`src/rtl/dbghb_pkg.sv`:
```
package dbghb_pkg;

   typedef enum logic [1:0] {
      OP_SEND0    = 2'b00,
      OP_SEND1    = 2'b01,
      OP_READ     = 2'b10,
      OP_READ_ALT = 2'b11
   } bit_op_e;

   // upper bit of the opcode marks a read
   function automatic logic op_reads(input bit_op_e op);
      return op[1];
   endfunction

endpackage

```
`src/rtl/dbghb_window.sv`:
```
module dbghb_window #(
   parameter int WINDOW = 16,
   parameter int CW     = 4
) (
   input  logic          clk,
   input  logic          rst_n,
   input  logic          start,
   output logic          busy,
   output logic [CW-1:0] pos,
   output logic          last,
   output logic          ready
);
   localparam logic [CW-1:0] LAST_POS = CW'(WINDOW - 1);

   always_ff @(posedge clk or negedge rst_n) begin
      if (!rst_n) begin
         busy <= 1'b0;
         pos  <= '0;
      end else if (start) begin
         busy <= 1'b1;
         pos  <= '0;
      end else if (last) begin
         busy <= 1'b0;
         pos  <= '0;
      end else if (busy) begin
         pos  <= pos + 1'b1;
      end
   end

   assign last  = busy && (pos == LAST_POS);
   // the final cycle of a window may hand over to the next bit
   assign ready = !busy || last;
endmodule

```
`src/rtl/dbghb_drive.sv`:
```
module dbghb_drive
   import dbghb_pkg::*;
#(
   parameter int CW        = 4,
   parameter int SHORT_LOW = 4,
   parameter int LONG_LOW  = 13
) (
   input  logic          clk,
   input  logic          rst_n,
   input  logic          start,
   input  logic [1:0]    op_in,
   input  logic          busy,
   input  logic [CW-1:0] pos,
   output logic          dq_oe,
   output logic          is_read
);
   localparam logic [CW-1:0] SHORT_LIM = CW'(SHORT_LOW);
   localparam logic [CW-1:0] LONG_LIM  = CW'(LONG_LOW);

   bit_op_e       op_q;
   logic [CW-1:0] low_lim;

   always_ff @(posedge clk or negedge rst_n) begin
      if (!rst_n)     op_q <= OP_SEND1;
      else if (start) op_q <= bit_op_e'(op_in);
   end

   // only a zero keeps the wire low past the target's sense point
   assign low_lim = (op_q == OP_SEND0) ? LONG_LIM : SHORT_LIM;
   assign dq_oe   = busy && (pos < low_lim);
   assign is_read = op_reads(op_q);
endmodule

```
`src/rtl/dbghb_sampler.sv`:
```
module dbghb_sampler #(
   parameter int CW          = 4,
   parameter int SYNC_STAGES = 0,
   parameter int CAPTURE_AT  = 10
) (
   input  logic          clk,
   input  logic          rst_n,
   input  logic          dq_in,
   input  logic          busy,
   input  logic [CW-1:0] pos,
   input  logic          last,
   input  logic          is_read,
   output logic          rd_valid,
   output logic          rd_data
);
   localparam logic [CW-1:0] CAP_POS = CW'(CAPTURE_AT);

   logic dq_s;
   logic smp_q;

   generate
      if (SYNC_STAGES == 0) begin : g_direct
         assign dq_s = dq_in;
      end else begin : g_sync
         logic [SYNC_STAGES-1:0] sh;
         always_ff @(posedge clk or negedge rst_n) begin
            if (!rst_n) sh[0] <= 1'b1;
            else        sh[0] <= dq_in;
         end
         for (genvar g = 1; g < SYNC_STAGES; g++) begin : g_stage
            always_ff @(posedge clk or negedge rst_n) begin
               if (!rst_n) sh[g] <= 1'b1;
               else        sh[g] <= sh[g-1];
            end
         end
         assign dq_s = sh[SYNC_STAGES-1];
      end
   endgenerate

   always_ff @(posedge clk or negedge rst_n) begin
      if (!rst_n) begin
         smp_q    <= 1'b1;
         rd_valid <= 1'b0;
         rd_data  <= 1'b0;
      end else begin
         if (busy && (pos == CAP_POS)) smp_q <= dq_s;
         rd_valid <= last && is_read;
         if (last && is_read) rd_data <= smp_q;
      end
   end
endmodule

```
`src/rtl/dbg_host_bit_engine.sv`:
```
module dbg_host_bit_engine
   import dbghb_pkg::*;
#(
   parameter int WINDOW      = 16,
   parameter int MIN_LOW     = 2,
   parameter int SHORT_LOW   = 4,
   parameter int LONG_LOW    = 13,
   parameter int SPEEDUP_AT  = 7,
   parameter int SAMPLE_AT   = 10,
   parameter int SYNC_STAGES = 0
) (
   input  logic       clk,
   input  logic       rst_n,
   input  logic       cmd_valid,
   input  logic [1:0] cmd_op,
   output logic       cmd_ready,
   output logic       dq_oe,
   input  logic       dq_in,
   output logic       rd_valid,
   output logic       rd_data
);
   localparam int CW         = (WINDOW > 2) ? $clog2(WINDOW) : 1;
   // a synchroniser delays the sensed level, so capture later by as much
   localparam int CAPTURE_AT = SAMPLE_AT + SYNC_STAGES;

   generate
      if (SHORT_LOW < MIN_LOW) begin : g_err_short
         $error("short low drive too brief for the target to detect");
      end
      if (SHORT_LOW > SPEEDUP_AT) begin : g_err_speedup
         $error("short low drive overlaps the speed-up pulse");
      end
      if (LONG_LOW <= SAMPLE_AT || LONG_LOW >= WINDOW) begin : g_err_long
         $error("long low drive must cover the sample point and end inside the window");
      end
      if (SAMPLE_AT < SPEEDUP_AT || CAPTURE_AT > WINDOW - 2) begin : g_err_sample
         $error("capture point out of range");
      end
      if (SYNC_STAGES < 0) begin : g_err_sync
         $error("negative synchroniser depth");
      end
   endgenerate

   logic          start, busy, last, is_read;
   logic [CW-1:0] pos;

   assign start = cmd_valid && cmd_ready;

   dbghb_window #(.WINDOW(WINDOW), .CW(CW)) u_window (
      .clk(clk), .rst_n(rst_n), .start(start),
      .busy(busy), .pos(pos), .last(last), .ready(cmd_ready)
   );

   dbghb_drive #(.CW(CW), .SHORT_LOW(SHORT_LOW), .LONG_LOW(LONG_LOW)) u_drive (
      .clk(clk), .rst_n(rst_n), .start(start), .op_in(cmd_op),
      .busy(busy), .pos(pos), .dq_oe(dq_oe), .is_read(is_read)
   );

   dbghb_sampler #(.CW(CW), .SYNC_STAGES(SYNC_STAGES), .CAPTURE_AT(CAPTURE_AT)) u_sampler (
      .clk(clk), .rst_n(rst_n), .dq_in(dq_in), .busy(busy), .pos(pos),
      .last(last), .is_read(is_read), .rd_valid(rd_valid), .rd_data(rd_data)
   );
endmodule

```
`config.mk`:
```
export PLATFORM = sky130hd
export DESIGN_NAME = dbg_host_bit_engine
export DESIGN_NICKNAME = d
export VERILOG_FILES = /design/src/rtl/dbghb_pkg.sv /design/src/rtl/dbghb_window.sv /design/src/rtl/dbghb_drive.sv /design/src/rtl/dbghb_sampler.sv /design/src/rtl/dbg_host_bit_engine.sv
export SDC_FILE = /design/constraint.sdc
export NUM_CORES = 1
export LEC_CHECK = 0
export BUFFER_PORTS_ARGS = -buffer_cell sky130_fd_sc_hd__buf_2
export CAP_MARGIN = 20
export CORE_AREA = 3 3 40 42
export DETAILED_ROUTE_END_ITERATION = 10
export DIE_AREA = 0 0 43 45
export PLACE_DENSITY = 0.56
export SYNTH_ARGS = -nofsm -noshare
export SYNTH_HDL_FRONTEND = slang
export SYNTH_SLANG_ARGS = --single-unit
```
`constraint.sdc`:
```
create_clock -name clk -period 2.5 [get_ports clk]
set_input_delay 0.125 -clock clk [delete_from_list [all_inputs] [get_ports clk]]
set_output_delay 0.125 -clock clk [all_outputs]
set_load 0.02 [all_outputs]
```
==> flow_summary_export.csv, run 1 <==
group,metric,value,unit
run_status,outcome,"completed",
floorplanning,core_area,1280,µm²
synthesis,ys_warn_count,0,
sta,rsz0062_at_grt,"false",
final_layout,drive_gt1_share,28.1,%
hold_path,hp-start,"cmd_op[0]",
synthesis,syn_area,479,µm²
sta,min_period_over_period,71.8,%
sta,hold_violations,0,
setup_path,r2r_slack,1.05,ns
grt,grt_antenna_before_repair,0,
synthesis,synth_top_area_share,41.8,%
setup_path,path_class,"flip-flop to primary output",
routing,first_pass_iters,4,
sta,setup_viol,0,
floorplanning,start_util,37.3,%
clocking,cts.sinks,10,
clocking,cts_root_buf,"clkbuf_4",
pwr,internal-power,0.467,mW
setup_path,cp.required,2.38,ns
floorplanning,die_h,45,µm
pwr,switchingPower,0.276,mW
synthesis,synth_common_cells,"dfrtp_1 (8), nand2_1 (5)",
clocking,numCtsBuffers,3,
synthesis,synth_fp_nets,53,
grt,grt_overflow,0,
synthesis,ys_seq_area_share,52.7,%
synthesis,ys.flop_type,"dfrtp_1",
clocking,cts.clk_slew.worst_paths,0.06,ns
synthesis,yosysTopAreaCell,"dfrtp_1",
placed_design,dp_worst_setup_slack,0.976,ns
synthesis,ys_async_sr_fraction,100,%
pwr,switching_share,37.1,%
clocking,clk_path_buf_depth,2,
sta,clock_skew,0.00734,ns
setup_path,cp_max_fo,3,
setup_path,endpoint,"dq_oe",
setup_path,r2r_start,"u_window.pos[0]",
synthesis,ys_ff_latch,10,
job,maxCapViolCount,0,
pwr,seq_power_share,42.0,%
sta,layout_min_cycle_time,1.80,ns
setup_path,slowest_delay,0.38,ns
pwr,pwr-share-clk,19.7,%
setup_path,reg2reg_depth,4,
grt,grt_pass1_vias,318,
pwr,pwr-share-comb,38.3,%
setup_path,path_buf_inv,1,
clocking,clkLatencyLatePin,0.27,ns
routing,drcViolationCount,0,
final_layout,final_nets,67,
setup_path,crit_path_start,"u_drive.op_q[1]",
clocking,cts_tree,"yes",
clocking,htreeDepth,1,
grt,grt_max_degree,11,
synthesis,synth_area_leaders,"dfrtp_1 (42%), dfstp_2 (11%), ha_1 (7.8%)",
sta,hold-worst-slack,0.0743,ns
sta,fmax,0.557,GHz
pwr,power_leakage,0.279,nW
final_layout,area_delta_synth_final,22.2,%
routing,detail_route.wl_per_cell,12.1,µm
final_layout,antenna_cells,0,
floorplanning,fp.dieW,43,µm
placed_design,dp_hpwl,620,µm
routing,ant_nets,0,
sta,slew-limit-headroom,81.8,%
sta,slew_viol_final,0,
floorplanning,pin_count,10,
grt,grt_pass1_wl,1390,µm
setup_path,cp.arrival,1.67,ns
sta,worst_pin_slew,0.273,ns
pwr,p_per_area,1270,nW/µm²
routing,detail_route.wirelength,872,µm
synthesis,synthCells,44,
synthesis,synth_edf_count,0,
synthesis,avgSynthCellArea,10.9,µm²
setup_path,endpoint_kind,"primary output",
grt,grtUsageTotal,10.6,%
routing,drt_iter0_markers,2,
synthesis,synth_cell_type_count,21,
setup_path,path_depth,4,
setup_path,cp_slowest_cell,"dfrtp_1",
clocking,post_cts_buffers,0,
pwr,peakVddDrop,0.639,mV
sta,fin_ws,0.705,ns
placed_design,gp_congestion,0.783,
setup_path,r2r-end,"u_drive.op_q[1]",
routing,via_per_inst,4.93,
setup_path,crit_path_start_kind,"flip-flop",
floorplanning,rows,13,
sta,finalSetupTns,0,ns
hold_path,worstHoldPathType,"input port to flip-flop",
final_layout,final_util,45.6,%
setup_path,crit_chain,"or2_1 -> or3_1 -> a311oi_1 -> buf_2",
setup_path,path_delay_family,"simple AND/OR/NAND/NOR gates",
floorplanning,die-area,1940,µm²
placed_design,port_buffers,9,
synthesis,synth_most_common_cell,"dfrtp_1",
routing,vias,355,
cell families after synthesis:
group                    after synthesis  share of synthesized area [%]
multiplexers                           4                           9.40
adder cells (fa/ha/maj)                3                           7.83
flip-flops                            10                           52.7
buffers and inverters                  3                           2.35
XOR/XNOR                               1                           1.83
AO/OA/AOI/OAI                          7                           8.88
AND/OR/NAND/NOR                       16                           17.0
power groups by stage:
stage	clock, mW	combinational [mW]	sequential [mW]
floorplan	0	0.211	0.306
global placement	0	0.284	0.316
detailed placement	0	0.286	0.316
CTS	0.151	0.288	0.313
global route	0.158	0.330	0.328
finish	0.146	0.285	0.312
flip-flops by register name (all words and copies together), names as in the netlist:
signal              flops
u_window.pos            4
u_drive.op_q            2
u_sampler.rd_data       1
u_sampler.smp_q         1
u_sampler.rd_valid      1
u_window.busy           1
worst register-to-register path, stage by stage, from the launching register on:
cell      delay, ns
dfrtp_1        0.42
ha_1           0.19
nand3_1        0.13
a21boi_1       0.24
mux2_1         0.35
per-stage QoR:
| step | instances | total power, mW | cell area (µm²) |
|---|---|---|---|
| 2_1_floorplan | 44 | 0.517 | 479 |
| 5_1_grt | 72 | 0.816 | 586 |
| 3_5_place_dp | 67 | 0.602 | 539 |
| 6_report | 72 | 0.743 | 586 |
| 4_1_cts | 72 | 0.752 | 586 |
| 3_3_place_gp | 67 | 0.600 | 539 |
routing by layer:
layer,vias up,wire length (µm),GRT usage [%]
li1,176,-,-
met1,163,411,12.2
met2,11,355,14.1
met3,5,81,7.17
met4,0,24,7.23
met5,-,0,0
timing repair:
item	4_1_cts	5_1_grt
gates resized for setup	0	0
hold buffers	1	0
endpoints found under the hold margin	10	0
final cells by class:
cell class	count	area, µm²
clock buffer	4	36.3
multi-input combinational	31	215
tap	15	18.8
fill	136	699
timing repair buffer	10	55.1
inverter	2	7.51
sequential	10	253
worst min path at each step:
stage	endpoint	slack [ns]	depth (start not counted)
2_1_floorplan	u_drive.op_q[1]	-0.17	0
3_3_place_gp	u_window.pos[3]	-0.006	1
3_5_place_dp	u_window.pos[2]	-0.008	1
4_1_cts	u_drive.op_q[0]	0.07	2
5_1_grt	u_sampler.smp_q	0.08	2
6_report	u_drive.op_q[0]	0.07	2
placed cells by master (no fill, tap or decap), types with 2 or more instances in the layout:
master / count
nor2_1: 2
nand3_1: 3
inv_1: 2
clkbuf_4: 3
dfrtp_1: 8
dfstp_2: 2
ha_1: 3
nand2b_1: 2
buf_2: 9
o21ai_0: 3
nand2_1: 5
mux2_1: 3
No activity file was read; power rests on OpenSTA's default activity.
==> inputs of run 2 (changes only) <==
- ABC_AREA: not set -> 1
- PLACE_DENSITY: 0.56 -> 0.61
- clock period: 2.5 -> 1.7 ns (I/O delays scaled with it)
==> run 2 against run 1 <==
  * Global-route usage increased by 2.1 points
  * Final area increased by 7.9%
  * Critical endpoint unchanged
  * Cell count increased by 29%
  * Total power increased by 54%
==> flow_summary_export.csv, run 2 <==
group,metric,value,unit
run_status,outcome,"completed",
final_layout,final_nets,89,
job,maxCapViolCount,0,
sta,fmax,0.637,GHz
setup_path,cp.arrival,1.48,ns
routing,via_per_inst,4.78,
synthesis,synth_fp_nets,74,
routing,first_pass_iters,4,
floorplanning,pin_count,10,
synthesis,ys_ff_latch,10,
sta,slew-limit-headroom,84.3,%
clocking,ctsHoldBuffers,1,
floorplanning,core_area,1280,µm²
clocking,cts_root_buf,"clkbuf_4",
routing,ant_nets,0,
placed_design,dp_hpwl,737,µm
hold_path,hp-start,"dq_in",
final_layout,area_delta_synth_final,18.0,%
setup_path,r2r_slack,0.48,ns
placed_design,gp_congestion,0.732,
sta,min_period_over_period,92.4,%
sta,clock_skew,0.000981,ns
grt,grt_overflow,0,
sta,finalSetupTns,0,ns
final_layout,reg.largest.list,"u_window.pos: 4 flops, u_drive.op_q: 2 flops",
setup_path,crit_path_start_kind,"flip-flop",
final_layout,largest_reg_flops,4,
synthesis,ys_warn_count,0,
synthesis,synth_area_leaders,"dfrtp_1 (37%), nand2_1 (13%), dfstp_2 (9.8%)",
clocking,cts.sinks,10,
routing,vias,445,
synthesis,synth_common_cells,"nand2_1 (19), inv_1 (10), dfrtp_1 (8), nand3_1 (7), nor2_1 (4)",
clocking,cts_tree,"yes",
clocking,cts_resized,0,
setup_path,cp.required,1.62,ns
pwr,peakVddDrop,0.733,mV
setup_path,path_class,"flip-flop to primary output",
final_layout,antenna_cells,0,
sta,setup_viol,0,
routing,detail_route.wirelength,984,µm
synthesis,synth_top_area_share,37.4,%
sta,layout_min_cycle_time,1.57,ns
synthesis,yosysTopAreaCell,"dfrtp_1",
sta,worst_pin_slew,0.236,ns
routing,detail_route.wl_per_cell,10.6,µm
grt,grt_antenna_before_repair,0,
setup_path,cp_slowest_cell,"dfstp_2",
synthesis,synth_edf_count,0,
synthesis,synth_most_common_cell,"nand2_1",
sta,rsz0062_at_grt,"false",
placed_design,dp_worst_setup_slack,0.404,ns
clocking,htreeDepth,1,
setup_path,crit_chain,"inv_1 -> nand2_1 -> ha_1 -> nand2_1 -> inv_1 -> a21oi_2 -> buf_2",
setup_path,endpoint_kind,"primary output",
pwr,p_per_area,1810,nW/µm²
clocking,clkLatencyLatePin,0.26,ns
synthesis,ys_seq_area_share,47.2,%
sta,hold_violations,0,
grt,grt_pass1_wl,1700,µm
final_layout,final_cell_mix,"nand2_1 (19), inv_1 (10), buf_2 (9)",
floorplanning,rows,13,
sta,hold-worst-slack,0.0332,ns
grt,grt_max_degree,11,
sta,fin_ws,0.130,ns
hold_path,worstHoldPathType,"input port to flip-flop",
clocking,cts.clk_slew.worst_paths,0.06,ns
synthesis,syn_area,536,µm²
pwr,fin_total_pwr,1.14,mW
clocking,numCtsBuffers,3,
routing,drcViolationCount,0,
floorplanning,fp.dieW,43,µm
grt,grtUsageTotal,12.7,%
synthesis,ys.flop_type,"dfrtp_1",
floorplanning,die-area,1940,µm²
placed_design,port_buffers,9,
floorplanning,start_util,41.7,%
clocking,clk_path_buf_depth,2,
final_layout,final_common_cell,"nand2_1",
synthesis,synth_cell_type_count,16,
setup_path,r2r_start,"u_window.pos[0]",
pwr,power_leakage,0.352,nW
setup_path,crit_path_start,"u_drive.op_q[0]",
clocking,post_cts_buffers,0,
grt,grt_pass1_vias,390,
final_layout,drive_gt1_share,25.6,%
routing,drt_iter0_markers,13,
sta,slew_viol_final,0,
final_layout,regMostFlops,"u_window.pos",
setup_path,cp_max_fo,2,
floorplanning,die_h,45,µm
setup_path,slowest_delay,0.53,ns
final_layout,n_fill_cell,130,
synthesis,avgSynthCellArea,8.24,µm²
synthesis,synthCells,65,
synthesis,ys_async_sr_fraction,100,%
## run 2: logic make-up (layout without fill, tap and decap cells)
kind of cell,after synthesis,after routing,share of synthesized area (%)
compound gates,5,5,5.37
fa+ha+maj,3,3,7.01
buf+inv,10,23,7.01
flops,10,10,47.2
simple gates,37,37,33.4
## run 2: worst max-delay path: cells and delay by family (launching register included)
| kind | cells | cell delay, ns |
|---|---|---|
| and+or+nand+nor | 2 | 0.12 |
| adders and majority gates | 1 | 0.21 |
| buffers and inverters | 3 | 0.25 |
| AOI/OAI and AO/OA | 1 | 0.11 |
| DFF | 1 | 0.53 |
## run 2: routing by layer
| layer | vias to the layer above | GRT usage (%) | wire, µm |
|---|---|---|---|
| met2 | 11 | 18.6 | 426 |
| met1 | 196 | 16.0 | 491 |
| met5 | - | 0 | 0 |
| met4 | 0 | 9.04 | 21 |
| met3 | 4 | 3.59 | 43 |
| li1 | 234 | - | - |
## run 2: final timing paths
path,to,cells past startpoint
setup / recovery,dq_oe,7
hold / removal,u_sampler.smp_q,3
setup reg to reg,u_window.pos[1],6
hold reg to reg,u_drive.op_q[0],2
max in group asynchronous,u_sampler.smp_q,2
min in group asynchronous,u_sampler.rd_valid,2
## run 2: cell type report
class / instances / area (µm²) / share of cell area, %
clock buffers: 3 / 22.5 / 3.56
repair buffers: 10 / 55.1 / 8.71
multi-input cells: 45 / 245 / 38.8
flip-flops and latches: 10 / 253 / 40.0
well taps: 15 / 18.8 / 2.97
inverters: 10 / 37.5 / 5.94
## run 2: report_power, final
group	leakage (nW)	internal (mW)	switching, mW
Sequential	0.120	0.359	0.131
Clock	0.0138	0.0818	0.0796
Combinational	0.219	0.195	0.294
Total	0.352	0.636	0.505
## run 2: stage by stage
stage | std cells | area, µm² | utilization, %
6_report | 93 | 632 | 49.2
5_1_grt | 93 | 632 | 49.2
4_1_cts | 93 | 632 | 49.2
3_5_place_dp | 89 | 599 | 46.6
3_3_place_gp | 89 | 599 | 46.6
2_1_floorplan | 65 | 536 | -
